## config.mk

```make
export PLATFORM = sky130hd
export DESIGN_NAME = lcd_static_drv
export DESIGN_NICKNAME = d
export VERILOG_FILES = /design/src/rtl/lcd_pkg.sv /design/src/rtl/lcd_bp_gen.sv /design/src/rtl/lcd_seg_regs.sv /design/src/rtl/lcd_seg_out.sv /design/src/rtl/lcd_static_drv.sv
export SDC_FILE = /design/constraint.sdc
export NUM_CORES = 1
export LEC_CHECK = 0
export ABC_AREA = 1
export BUFFER_PORTS_ARGS = -buffer_cell sky130_fd_sc_hd__buf_2
export CAP_MARGIN = 15
export CORE_MARGIN = 10
export CORE_UTILIZATION = 50
export CTS_CLUSTER_SIZE = 12
export DETAILED_ROUTE_END_ITERATION = 10
export PLACE_DENSITY_LB_ADDON = 0.15
export SLEW_MARGIN = 0
export SYNTH_ARGS = -nofsm -noshare
export SYNTH_HDL_FRONTEND = slang
export SYNTH_SLANG_ARGS = --single-unit
```

## constraint.sdc

```tcl
create_clock -name clk -period 2 [get_ports clk]
set_input_delay 0.4 -clock clk [delete_from_list [all_inputs] [get_ports clk]]
set_output_delay 0.4 -clock clk [all_outputs]
set_load 0.1 [all_outputs]
```

## src/rtl/lcd_pkg.sv

```systemverilog
// Package: shared constants for the static LCD driver.
// Assumes a byte-wide register port; segment count is fixed by the panel.
package lcd_pkg;
    localparam int SEG_COUNT  = 12;
    localparam int REG_W      = 8;
    localparam int ADDR_W     = 8;
    localparam logic [ADDR_W-1:0] SEG_BASE_ADDR = 8'h12;
endpackage

```

## src/rtl/lcd_bp_gen.sv

```systemverilog
// Module: lcd_bp_gen
// Divides the clock into a 50% duty square wave for the LCD common electrode.
// Exposes the next-state value so downstream registers switch on the same edge.
// Assumes HALF_PERIOD >= 2.
module lcd_bp_gen #(
    parameter int HALF_PERIOD = 32768
) (
    input  logic clk,
    input  logic rst_n,
    output logic bp_q,
    output logic bp_d
);
    localparam int CNT_W = (HALF_PERIOD > 2) ? $clog2(HALF_PERIOD) : 1;
    localparam logic [CNT_W-1:0] CNT_LAST = CNT_W'(HALF_PERIOD - 1);

    logic [CNT_W-1:0] cnt;
    logic             wrap;

    // Detect the last cycle of a half period.
    always_comb wrap = (cnt == CNT_LAST);

    // Next backplane level, shared with the segment output stage.
    always_comb bp_d = wrap ? ~bp_q : bp_q;

    // Half-period counter and backplane register.
    always_ff @(posedge clk) begin
        if (!rst_n) begin
            cnt  <= '0;
            bp_q <= 1'b0;
        end else begin
            cnt  <= wrap ? '0 : cnt + 1'b1;
            bp_q <= bp_d;
        end
    end


    bp_min_half_chk: assert property (@(posedge clk) disable iff (!rst_n)
        (bp_q != $past(bp_q)) |=> $stable(bp_q));
endmodule

```

## src/rtl/lcd_seg_regs.sv

```systemverilog
// Module: lcd_seg_regs
// Holds the segment enable bits behind a byte-wide write port. Segment i sits
// in register i/REG_W at bit i%REG_W; data bits beyond the last segment are dropped.
// Assumes one write per cycle at most.
module lcd_seg_regs
    import lcd_pkg::*;
#(
    parameter int NSEG = SEG_COUNT
) (
    input  logic              clk,
    input  logic              rst_n,
    input  logic              wr_en,
    input  logic [ADDR_W-1:0] wr_addr,
    input  logic [REG_W-1:0]  wr_data,
    output logic [NSEG-1:0]   en_q,
    output logic [NSEG-1:0]   en_d
);
    localparam int NREGS = (NSEG + REG_W - 1) / REG_W;

    logic [NREGS-1:0] hit;

    // Decode which enable register, if any, the write targets.
    generate
        for (genvar r = 0; r < NREGS; r++) begin : g_dec
            assign hit[r] = wr_en && (wr_addr == SEG_BASE_ADDR + ADDR_W'(r));
        end
    endgenerate

    // Next enable value: load the addressed bits, hold the rest.
    always_comb begin
        for (int i = 0; i < NSEG; i++) begin
            en_d[i] = hit[i / REG_W] ? wr_data[i % REG_W] : en_q[i];
        end
    end

    // Enable register with synchronous clear.
    always_ff @(posedge clk) begin
        if (!rst_n) en_q <= '0;
        else        en_q <= en_d;
    end


    foreign_wr_chk: assert property (@(posedge clk) disable iff (!rst_n)
        (wr_en && (hit == '0)) |=> $stable(en_q));
endmodule

```

## src/rtl/lcd_seg_out.sv

```systemverilog
// Module: lcd_seg_out
// Registers each segment drive as backplane XOR enable, using next-state inputs
// so segment and backplane edges coincide.
// Assumes bp_d and en_d are the next values of the registered backplane and enables.
module lcd_seg_out #(
    parameter int NSEG = 12
) (
    input  logic            clk,
    input  logic            rst_n,
    input  logic            bp_d,
    input  logic [NSEG-1:0] en_d,
    output logic [NSEG-1:0] seg_q
);
    // Phase-select register per segment.
    always_ff @(posedge clk) begin
        if (!rst_n) seg_q <= '0;
        else        seg_q <= en_d ^ {NSEG{bp_d}};
    end
endmodule

```

## src/rtl/lcd_static_drv.sv

```systemverilog
// Module: lcd_static_drv (top)
// Static twelve-segment LCD driver: backplane divider, enable registers and
// phase-select outputs. Assumes HALF_PERIOD >= 2 and a synchronous reset.
module lcd_static_drv
    import lcd_pkg::*;
#(
    parameter int HALF_PERIOD = 32768
) (
    input  logic                 clk,
    input  logic                 rst_n,
    input  logic                 wr_en,
    input  logic [ADDR_W-1:0]    wr_addr,
    input  logic [REG_W-1:0]     wr_data,
    output logic                 bp,
    output logic [SEG_COUNT-1:0] seg
);
    logic                 bp_next;
    logic [SEG_COUNT-1:0] en_cur;
    logic [SEG_COUNT-1:0] en_next;

    lcd_bp_gen #(.HALF_PERIOD(HALF_PERIOD)) u_bp (
        .clk(clk), .rst_n(rst_n), .bp_q(bp), .bp_d(bp_next)
    );

    lcd_seg_regs #(.NSEG(SEG_COUNT)) u_regs (
        .clk(clk), .rst_n(rst_n), .wr_en(wr_en), .wr_addr(wr_addr),
        .wr_data(wr_data), .en_q(en_cur), .en_d(en_next)
    );

    lcd_seg_out #(.NSEG(SEG_COUNT)) u_out (
        .clk(clk), .rst_n(rst_n), .bp_d(bp_next), .en_d(en_next), .seg_q(seg)
    );


    reset_clear_chk: assert property (@(posedge clk)
        !rst_n |=> (bp == 1'b0 && seg == '0 && en_cur == '0));


    phase_sel_chk: assert property (@(posedge clk) disable iff (!rst_n)
        (seg ^ {SEG_COUNT{bp}}) == en_cur);
endmodule

```

Word-level counts from Yosys, hierarchy flattened --
Index checks and enable logic that the tools add are counted.
Cells by class: $add $sub $neg 1, eq/ne operators 3, muxes and demuxes 13, bitwise operators 3, reduce and logical (&&, ||, !) cells 3
Operator list (number):
- 8-bit by 5-bit equality test with 1-bit output (second input constant) | 2
- 15-bit by 1-bit adder with 15-bit output (second input constant) | 1
- 15-bit equality test (second input constant) | 1
- 1-bit 2-to-1 mux | 13
- 12-bit bitwise XOR | 1
- 1-bit logical AND | 2
- 1-bit inverter | 2
- 2-bit OR reduction | 1
Storage, ports and cells: flip-flop bits (word level) 40, output and inout port bits 13, logic and storage cells 27

Depth between registers and ports, before layout --
Gate-level depths: netlist (run 1).
word-level depth 4, depth in mapped cells 13, depth with buffers taken out 12

Hierarchy --
From an unflattened synthesis (run 1), not the netlist that was laid out.
Second synthesis, totals: cell total of the unflattened synthesis 299, area total of the unflattened synthesis 1988.2 µm²
By module, submodules not included:
- lcd_bp_gen | times used 1, cells each 116, area each 848.3 µm²
- lcd_seg_regs | times used 1, cells each 120, area each 691.9 µm²
- lcd_seg_out | times used 1, cells each 63, area each 447.9 µm²

Worst setup path before layout (run 1) --
Ideal clock, no wire load.
path type flip-flop to flip-flop, start register u_bp.bp_q, end register u_out.seg_q[0], setup time 0.109 ns, arrival time 1.583 ns, setup slack 0.308 ns, stages on the path, launching flop included 9, path buffers 1, clock period less this slack 1.692 ns, path through dfxtp_1 -> inv_1 -> nand3_2 -> nand2_4 -> nand2_4 -> buf_6 -> nand2_1 -> nand2_1 -> inv_1
Between the ends: cells in the longest elaborated chain, start to end 3
RTL lines:
- from (decl) | RTL line lcd_bp_gen.sv:10 | output logic bp_q,
- from (signal assigned) | RTL line lcd_bp_gen.sv:32 | bp_q <= bp_d;
- 1-bit inverter | RTL line lcd_bp_gen.sv:23 | always_comb bp_d = wrap ? ~bp_q : bp_q;
- 1-bit 2-to-1 mux * | RTL line lcd_bp_gen.sv:23
- 12-bit bitwise XOR * | RTL line lcd_seg_out.sv:17 | else seg_q <= en_d ^ {NSEG{bp_d}};
- to (signal assigned) | RTL line lcd_seg_out.sv:17
- to (decl) | RTL line lcd_seg_out.sv:12 | output logic [NSEG-1:0] seg_q
Mark *: on every way between the ends. The rest lies on a longest branch, timed or not. A chain may end at the register's enable or synchronous reset.

Worst setup path after layout (run 1) --
start register u_bp.cnt[0], end register u_out.seg_q[8]
Between the ends: cells in the longest elaborated chain, start to end 3
RTL lines:
- from (decl) | RTL line lcd_bp_gen.sv:16 | logic [CNT_W-1:0] cnt;
- from (signal assigned) | RTL line lcd_bp_gen.sv:31 | cnt <= wrap ? '0 : cnt + 1'b1;
- 15-bit equality test | RTL line lcd_bp_gen.sv:20 | always_comb wrap = (cnt == CNT_LAST);
- 1-bit 2-to-1 mux | RTL line lcd_bp_gen.sv:23
- 12-bit bitwise XOR | RTL line lcd_seg_out.sv:17
Every way passes these cells.

==> results of run 1 <==
[area by class of cell]
class / count / area, µm²
flip-flops and latches: 40 / 801
fillers: 336 / 1370
multi-input cells: 150 / 753
repair buffers: 32 / 163
inverters: 63 / 236
well taps: 46 / 57.6
clock buffers: 5 / 37.5
[layer usage]
layer  vias up  track usage  routed length, µm
met2        45        0.192               1550
met3         2       0.0490                242
met4         0       0.0528                 24
met1       678        0.132               1550
li1        833            -                  -
met5         -            0                  0
[power breakdown]
group	switching, mW	internal [mW]	total (mW)
sequential	0.00349	0.802	0.806
clock	0.230	0.118	0.348
combinational	0.0371	0.0231	0.0602
[registers in the layout (all words and copies together) (netlist names)]
| name | flops |
|---|---|
| u_regs.en_q | 12 |
| u_bp.bp_q | 1 |
| u_bp.cnt | 15 |
| u_out.seg_q | 12 |
[cells by family after synthesis]
kind of cell | count (synthesis) | share of synthesized area
buffers and inverters | 67 | 0.145
adder cells (fa/ha/maj) | 1 | 0.00688
AO/OA/AOI/OAI | 8 | 0.0220
AND/OR/NAND/NOR | 137 | 0.366
flip-flops | 40 | 0.440
XOR/XNOR | 4 | 0.0193
[worst reg2reg max path, delay by kind of cell, from the launching register on]
family,cells,cell delay [ns]
simple gates,9,0.85
flops,1,0.37
fa+ha+maj,1,0.17
buf+inv,2,0.12
[path summary, 6_finish.rpt]
path                    endpoint  slack [ns]         from  cells past startpoint
setup reg to reg  u_out.seg_q[8]        0.38  u_bp.cnt[0]                     12
hold reg to reg      u_bp.cnt[0]        0.47  u_bp.cnt[0]                      1
setup / recovery  u_out.seg_q[8]        0.38  u_bp.cnt[0]                     12
hold / removal    u_regs.en_q[6]        0.43   wr_data[6]                      5
[through the flow]
stage / instance area, µm² / cells
finish: 2050 / 336
global route: 2050 / 336
CTS: 2050 / 336
detailed placement: 2010 / 331
global placement: 2010 / 331
floorplan: 1820 / 257
[cells in the final DEF (no fill, tap or decap), types with 2 or more instances in the layout]
master    instances
nor3_1            2
nor2_2            3
buf_2            31
inv_2             8
nor2_1           16
xor2_1            2
nand3_1          41
nand2_4           3
nand2_1          59
a21oi_1           6
xnor2_1           2
nand2_2           4
inv_1            55
o21ai_0           2
clkbuf_4          5
dfxtp_1          40
nand3b_1          2
==> results.txt, run 1 <==
For the leakage power total, the log shows 1.25 nW. The total of warnings raised by yosys was 0; the power per standard cell area was 593 nW/µm². The H-tree was split into 2 levels. In this run the mean area of a mapped cell was 7.07 µm². After floorplanning, the core was divided into 21 placement rows.

The region available for standard cell placement spans 3420 µm². 32 I/O pins were placed. After clock tree synthesis, the setup repair step added 0 buffers. Counting every net in the synthesized netlist gives 277. The largest single stage delay on the critical path is 0.37 ns.

Clock-pin slew was measured on the worst setup and hold paths at 0.10 ns. The number of hold buffers added after CTS was 0. The total buffers and inverters traversed by the critical path is 2, and the via density per instance is 4.64.

The register area share after synthesis came out at 0.440. Yosys mapped a number of flops with a built-in enable equal to 0. At the placement stage, the worst setup path has a slack of 0.381 ns. Setup violations remaining at the end of the flow were counted as 0. Based on the critical path, the design can be clocked at up to 615 MHz. The detail route stage leaves a number of antenna-violating nets equal to 0.

The worst hold slack is 0.434 ns, and the signed area change from the synthesized netlist to the final layout is 12.7%. The number of global-route vias before repair is 1472. The summed instance area of the synthesized netlist came out at 1820 µm². In the synthesized netlist the dominant register cell turns out to be dfxtp_1.

Counting the buffers created by CTS gives 5. For the number of antenna violations at the first check in global routing, the log shows 0. The wire length per cell after detailed routing came out at 10.0 µm. The final core utilization came out at 0.600. After the first detailed-routing iteration, the DRC count stood at 69. Across the VDD grid, the largest voltage drop is 0.323 mV. After layout, the design draws a total of 1.21 mW.

TritonCTS built the clock tree. The shortest period the worst path allows was 1.62 ns; the clock tree buffer depth was 2. At the pin with the least slew margin, the transition time is 0.492 ns. The port buffer count came out at 31. The total iterations of the first detailed-routing run came out at 5. Async set-or-reset flop fraction in the synthesized netlist: 0.

The worst clock skew came out at 0.00933 ns. The layout cell share with drive strength beyond 1 works out to 0.207. The flow ran to the end, and the final reports show no timing, DRC or antenna violations. The die is 80.3 µm tall. The number of cells produced by synthesis is 257, and the all-layer global routing usage is 0.118. Data on the critical path is required at its endpoint by 2.24 ns. The total length of routed wires is 3.37 mm.

The cell type with the highest aggregate area in the netlist was dfxtp_1. The tools report the final-report max-slew violation count as 0. The routability congestion estimate was 0.802; the post-detailed-placement half-perimeter wirelength was 2.65 mm.

Ranked by total cell area, the synthesized netlist is headed by dfxtp_1 (44%), nand2_1 (12%), inv_1 (11%). The critical path goes through ha_1 -> nand2_1 -> inv_2 -> nand2_4 -> nor2_8 -> nand2_2 -> nand2_2 -> nand2_4 -> nand2_4 -> nand2_1 -> nand2_1 -> inv_1. In the final design database the tool counted 312 nets.

The share of the clock period used by the worst path after layout works out to 0.812. The number of storage elements in the synthesis netlist is 40, and the maximum fanout along the worst path is 13. The library cell used as clock root buffer was clkbuf_4. The worst slew margin relative to its limit was 0.674; the number of clock sinks was 40. Yosys mapped the design onto 27 distinct sky130hd cell types. The final antenna diode count is 0, and the smallest setup slack after layout is 0.375 ns.

The area share of the largest cell type after synthesis was 0.440; the starting utilization of the core area was 0.532. Final-report hold violation count: 0. Kind of start point of the critical path: a flip-flop. The final setup TNS came out at 0 ns.

From left edge to right edge, the die measures 80.3 µm. Path type of the worst setup path: reg2reg. The clock reaches the later pin of the worst-skew pair after 0.34 ns. STA classifies the critical path endpoint as a flip-flop. Number of design rule violations left after detail routing: 0.

Yosys instantiated no cell more often than nand2_1. Sorting the synthesized cells by how often they occur yields nand2_1 (59), inv_1 (55), nand3_1 (41). Global routing finished with a remaining overflow of 0. STA puts the critical path data arrival time at 1.86 ns. The tools report the max-cap check violation count as 0. The path class of the lowest-slack min-delay path was in2reg.

Post-CTS resize count: 0. The critical-path cell with the highest stage delay was dfxtp_1. The vias after detailed routing is 1558.

Setup repair after global routing left no endpoint under its margin. On the critical path the largest part of the delay comes from simple AND/OR/NAND/NOR gates. The global-route wire length before repair was 6.15 mm; the die footprint was 6450 µm².

Entering global routing, the biggest net connects 15 pins.
Note: power is estimated with default switching activity, not from simulation.
==> inputs of run 2 (changes only) <==
- clock period: 2 -> 1.7 ns (I/O delays scaled with it)
==> run 2 against run 1 <==
  * Register-to-register slack got worse by 0.24 ns
  * Sequential power rose by 18%
  * Sequential share of layout area fell by 2.3 points
  * Count of clock-buffer cells in the layout did not move
  * Die area did not move
  * Worst setup slack got worse by 0.24 ns
  * Combinational power rose by 29%
  * Critical path type unchanged
  * Critical endpoint unchanged
  * Largest cell class unchanged
==> results.txt, run 2 (synthesis gave the netlist of run 1 again) <==
The starting DRC count in detailed routing is 37 (-46%). The power share of the clock group is 0.378 (+0.091), and the stage delay of the slowest cell on the critical path is 0.35 ns (-0.02 ns). The starting utilization of the core area was 0.532 (unchanged); the smallest setup slack after layout was 0.134 ns (-0.241 ns). The logs give 0 (unchanged) for the final-report hold violation count and 0.113 (-0.00556) for the all-layer global routing usage. For the final antenna diode count, the log shows 0 (unchanged). In this design, the critical path's most frequently occurring cell is nand2_1. The maximum vdd drop is 0.385 mV (+19%). The path class of the tightest hold or removal check is in2reg. The worst-case register-to-register setup slack is 0.13 ns (-0.24 ns). Largest register by flop count: u_bp.cnt. The number of antenna violations at the first check in global routing came out at 0 (unchanged). Total buffers and inverters traversed by the critical path: 3 (+1). The worst setup path is captured at a flip-flop. The logs give 347 (+3.3%) for the non-filler instance count after layout and 0 (unchanged) for the post-detailed-route count of antenna-violating nets. The cell family contributing the most delay on the critical path is simple AND/OR/NAND/NOR gates. The worst min-delay path startpoint was wr_data[6].

The worst clock skew is 0.00895 ns (-0.000378 ns). For the total number of placement rows, the log shows 21 (unchanged). Final setup TNS: 0 ns (unchanged).

The latest clock arrival within the worst-skew pair was 0.35 ns (about the same). Critical-path cell with the highest stage delay: dfxtp_2. The vertical die dimension is 80.3 µm (unchanged). The die span in x is 80.3 µm (unchanged), and the routability congestion estimate is 0.839 (+4.7%). The met2 capacity usage during global routing came out at 0.186 (-0.00562). The slew at the pin closest to its max-slew limit was 0.492 ns (+0.000677 ns). The tools report the total iterations of the first detailed-routing run as 4 (-1).

The count of cells along the worst hold path was 5 (unchanged). TritonCTS built the clock tree. Setup repair after global routing left no endpoint under its margin. The global-route wire length before repair was 5.96 mm (-3.0%); the number of top-level pins was 32 (unchanged). For the arrival time at the worst endpoint, the log shows 1.84 ns (-0.02 ns). The largest net degree at the start of global routing was 14 (-1). For the count of H-tree levels built during CTS, the log shows 2 (unchanged). Traced cell by cell, the critical path runs through ha_2 -> nand2_1 -> inv_2 -> nand2_4 -> nor2_8 -> nand2_2 -> nand2_4 -> nand2_8 -> nand2_8 -> buf_6 -> nand2_1 -> nand2_1 -> inv_1.

The number of buffers created by CTS is 5 (unchanged). The switching fraction of total power came out at 0.222 (-0.00106). For the total of endpoints with negative setup slack in the final report, the log shows 0 (unchanged). The via density per instance is 4.52 (-2.4%). The number of clock sinks came out at 40 (unchanged). The final core utilization was 0.639 (+0.0392); the max-cap check violation count was 0 (unchanged).

Leaving out fill and tap cells, the most frequent cells in the layout are nand2_1 (59), inv_1 (55), nand3_1 (41). The run gives 333 (+0.60%) as the cell count after placement. Leftover overflow at the end of global routing: 0 (unchanged). Leakage power total: 1.31 nW (+4.2%). The layout cell share with drive strength beyond 1 was 0.246 (+0.0390); the number of design rule violations left after detail routing was 0 (unchanged). The tools report the clock tree buffer depth as 2 (unchanged).

The final-report max-slew violation count is 0 (unchanged). The path with the worst hold slack has its endpoint at u_regs.en_q[6]. The tools report the post-place setup slack as 0.0948 ns (-0.286 ns). In this run the critical register-to-register path is launched from u_bp.cnt[0]. The total length of routed wires is 3.34 mm (-0.83%).

The port buffer count is 31 (unchanged). The met1 layer usage reported by global route is 0.125 (-0.00672), and the power per standard cell area is 756 nW/µm² (+28%). The library cell used as clock root buffer is clkbuf_4.

The post-detailed-placement half-perimeter wirelength is 2.56 mm (-3.2%), and the wire length per cell after detailed routing is 9.62 µm (-4.0%). For the fraction of power consumed by combinational cells, the log shows 0.047 (-0.003). The critical path starts at u_bp.cnt[0]. The clock input transition at the sequential cells of the worst setup and hold paths is 0.12 ns (+0.02 ns). The vias after detailed routing was 1570 (+0.77%); the signed area change from the synthesized netlist to the final layout was 20.0%. The reg-to-reg critical path endpoint was u_out.seg_q[8]. The run gives 6450 µm² (unchanged) as the die footprint. The flow ran to the end, and the final reports show no timing, DRC or antenna violations. The endpoint required time on the critical path came out at 1.97 ns (-0.27 ns). The number of cells on the worst reg-to-reg path came out at 13 (+1).

The internal power contribution is 1.28 mW (+36%), and the maximum fanout along the worst path is 8 (-5). The shortest period the worst path allows was 1.57 ns (-0.0590 ns); the met3 track utilization from global routing was 0.0412 (-0.00780). The tools report the share of power burned in registers as 0.575 (-0.089). The net count of the finished layout is 320 (+2.6%). Worst slew margin relative to its limit: 0.674 (about the same). The kind of start point of the critical path is a flip-flop. The tools report the number of global-route vias before repair as 1535 (+4.3%). The most crowded layer after global routing was met2. For the highest clock rate, the log shows 639 MHz (+3.8%). The critical path in this run is classified as reg2reg. The net switching power of the design was 367 µW (+35%); the share of the clock period used by the worst path after layout was 0.921 (+0.109). The largest registers in the layout are u_bp.cnt: 15 flops, u_out.seg_q: 12 flops, u_regs.en_q: 12 flops. The flip-flop count of the largest register after layout works out to 15 (unchanged).

Leaving out fill and tap cells, the most frequent cell in the layout is nand2_1. The tools report the core area as 3420 µm² (unchanged).
run 2: cell types whose count changed in the layout (fill, tap and decap cells not counted), moves of 2 or more:
cell and change:
buf_4 +7, dfxtp_1 -2, dfxtp_2 +2, nand2_8 +2
run 2: how the worst max path moves through the flow:
stage / slack (ns) / endpoint / cells past startpoint
detailed placement: 0.09 / u_out.seg_q[7] / 12
global placement: 0.14 / u_out.seg_q[7] / 12
finish: 0.13 / u_out.seg_q[8] / 13
CTS: 0.08 / u_out.seg_q[7] / 12
floorplan: 0.008 / u_out.seg_q[0] / 8
global route: 0.02 / u_out.seg_q[11] / 13
run 2: tightest hold or removal path, delay by kind of cell:
family,cells,cell delay (ns)
AND/OR/NAND/NOR,2,0.18
buffers and inverters,3,0.16
run 2: layout make-up:
cell class | instances | area, µm²
clock inverters | 3 | 42.5
multi-input cells | 150 | 778
repair buffers | 40 | 226
flip-flops and latches | 40 | 803
fillers | 319 | 1230
inverters | 63 | 236
clock buffers | 5 | 37.5
well taps | 46 | 57.6
run 2: power groups by stage:
stage	Combinational (mW)	Clock (mW)	Sequential, mW
global route	0.0886	0.677	0.951
detailed placement	0.0738	0	0.970
floorplan	0.0335	0	0.974
global placement	0.0734	0	0.969
CTS	0.0742	0.638	0.949
finish	0.0776	0.624	0.949
run 2: layer usage:
layer  vias to the layer above  routed length (µm)  part of all wire
met5                         -                   0                 0
met4                         0                  75             0.022
met3                         6                 178             0.053
met2                        32                1510              0.45
met1                       676                1580              0.47
li1                        856                   -                 -
run 2: repair_timing:
action                     CTS  global route
buffers inserted             0             6
setup endpoints to repair    0            12
hold buffers                 0             0
resized for setup            0             9
run 2: metrics by stage:
step	hold slack (ns)	area, µm²	power, mW
after floorplan	0.418	1820	1.01
after global placement	0.428	2030	1.04
after detailed placement	0.445	2030	1.04
after CTS	0.353	2110	1.66
after global routing	0.393	2180	1.72
final	0.357	2180	1.65
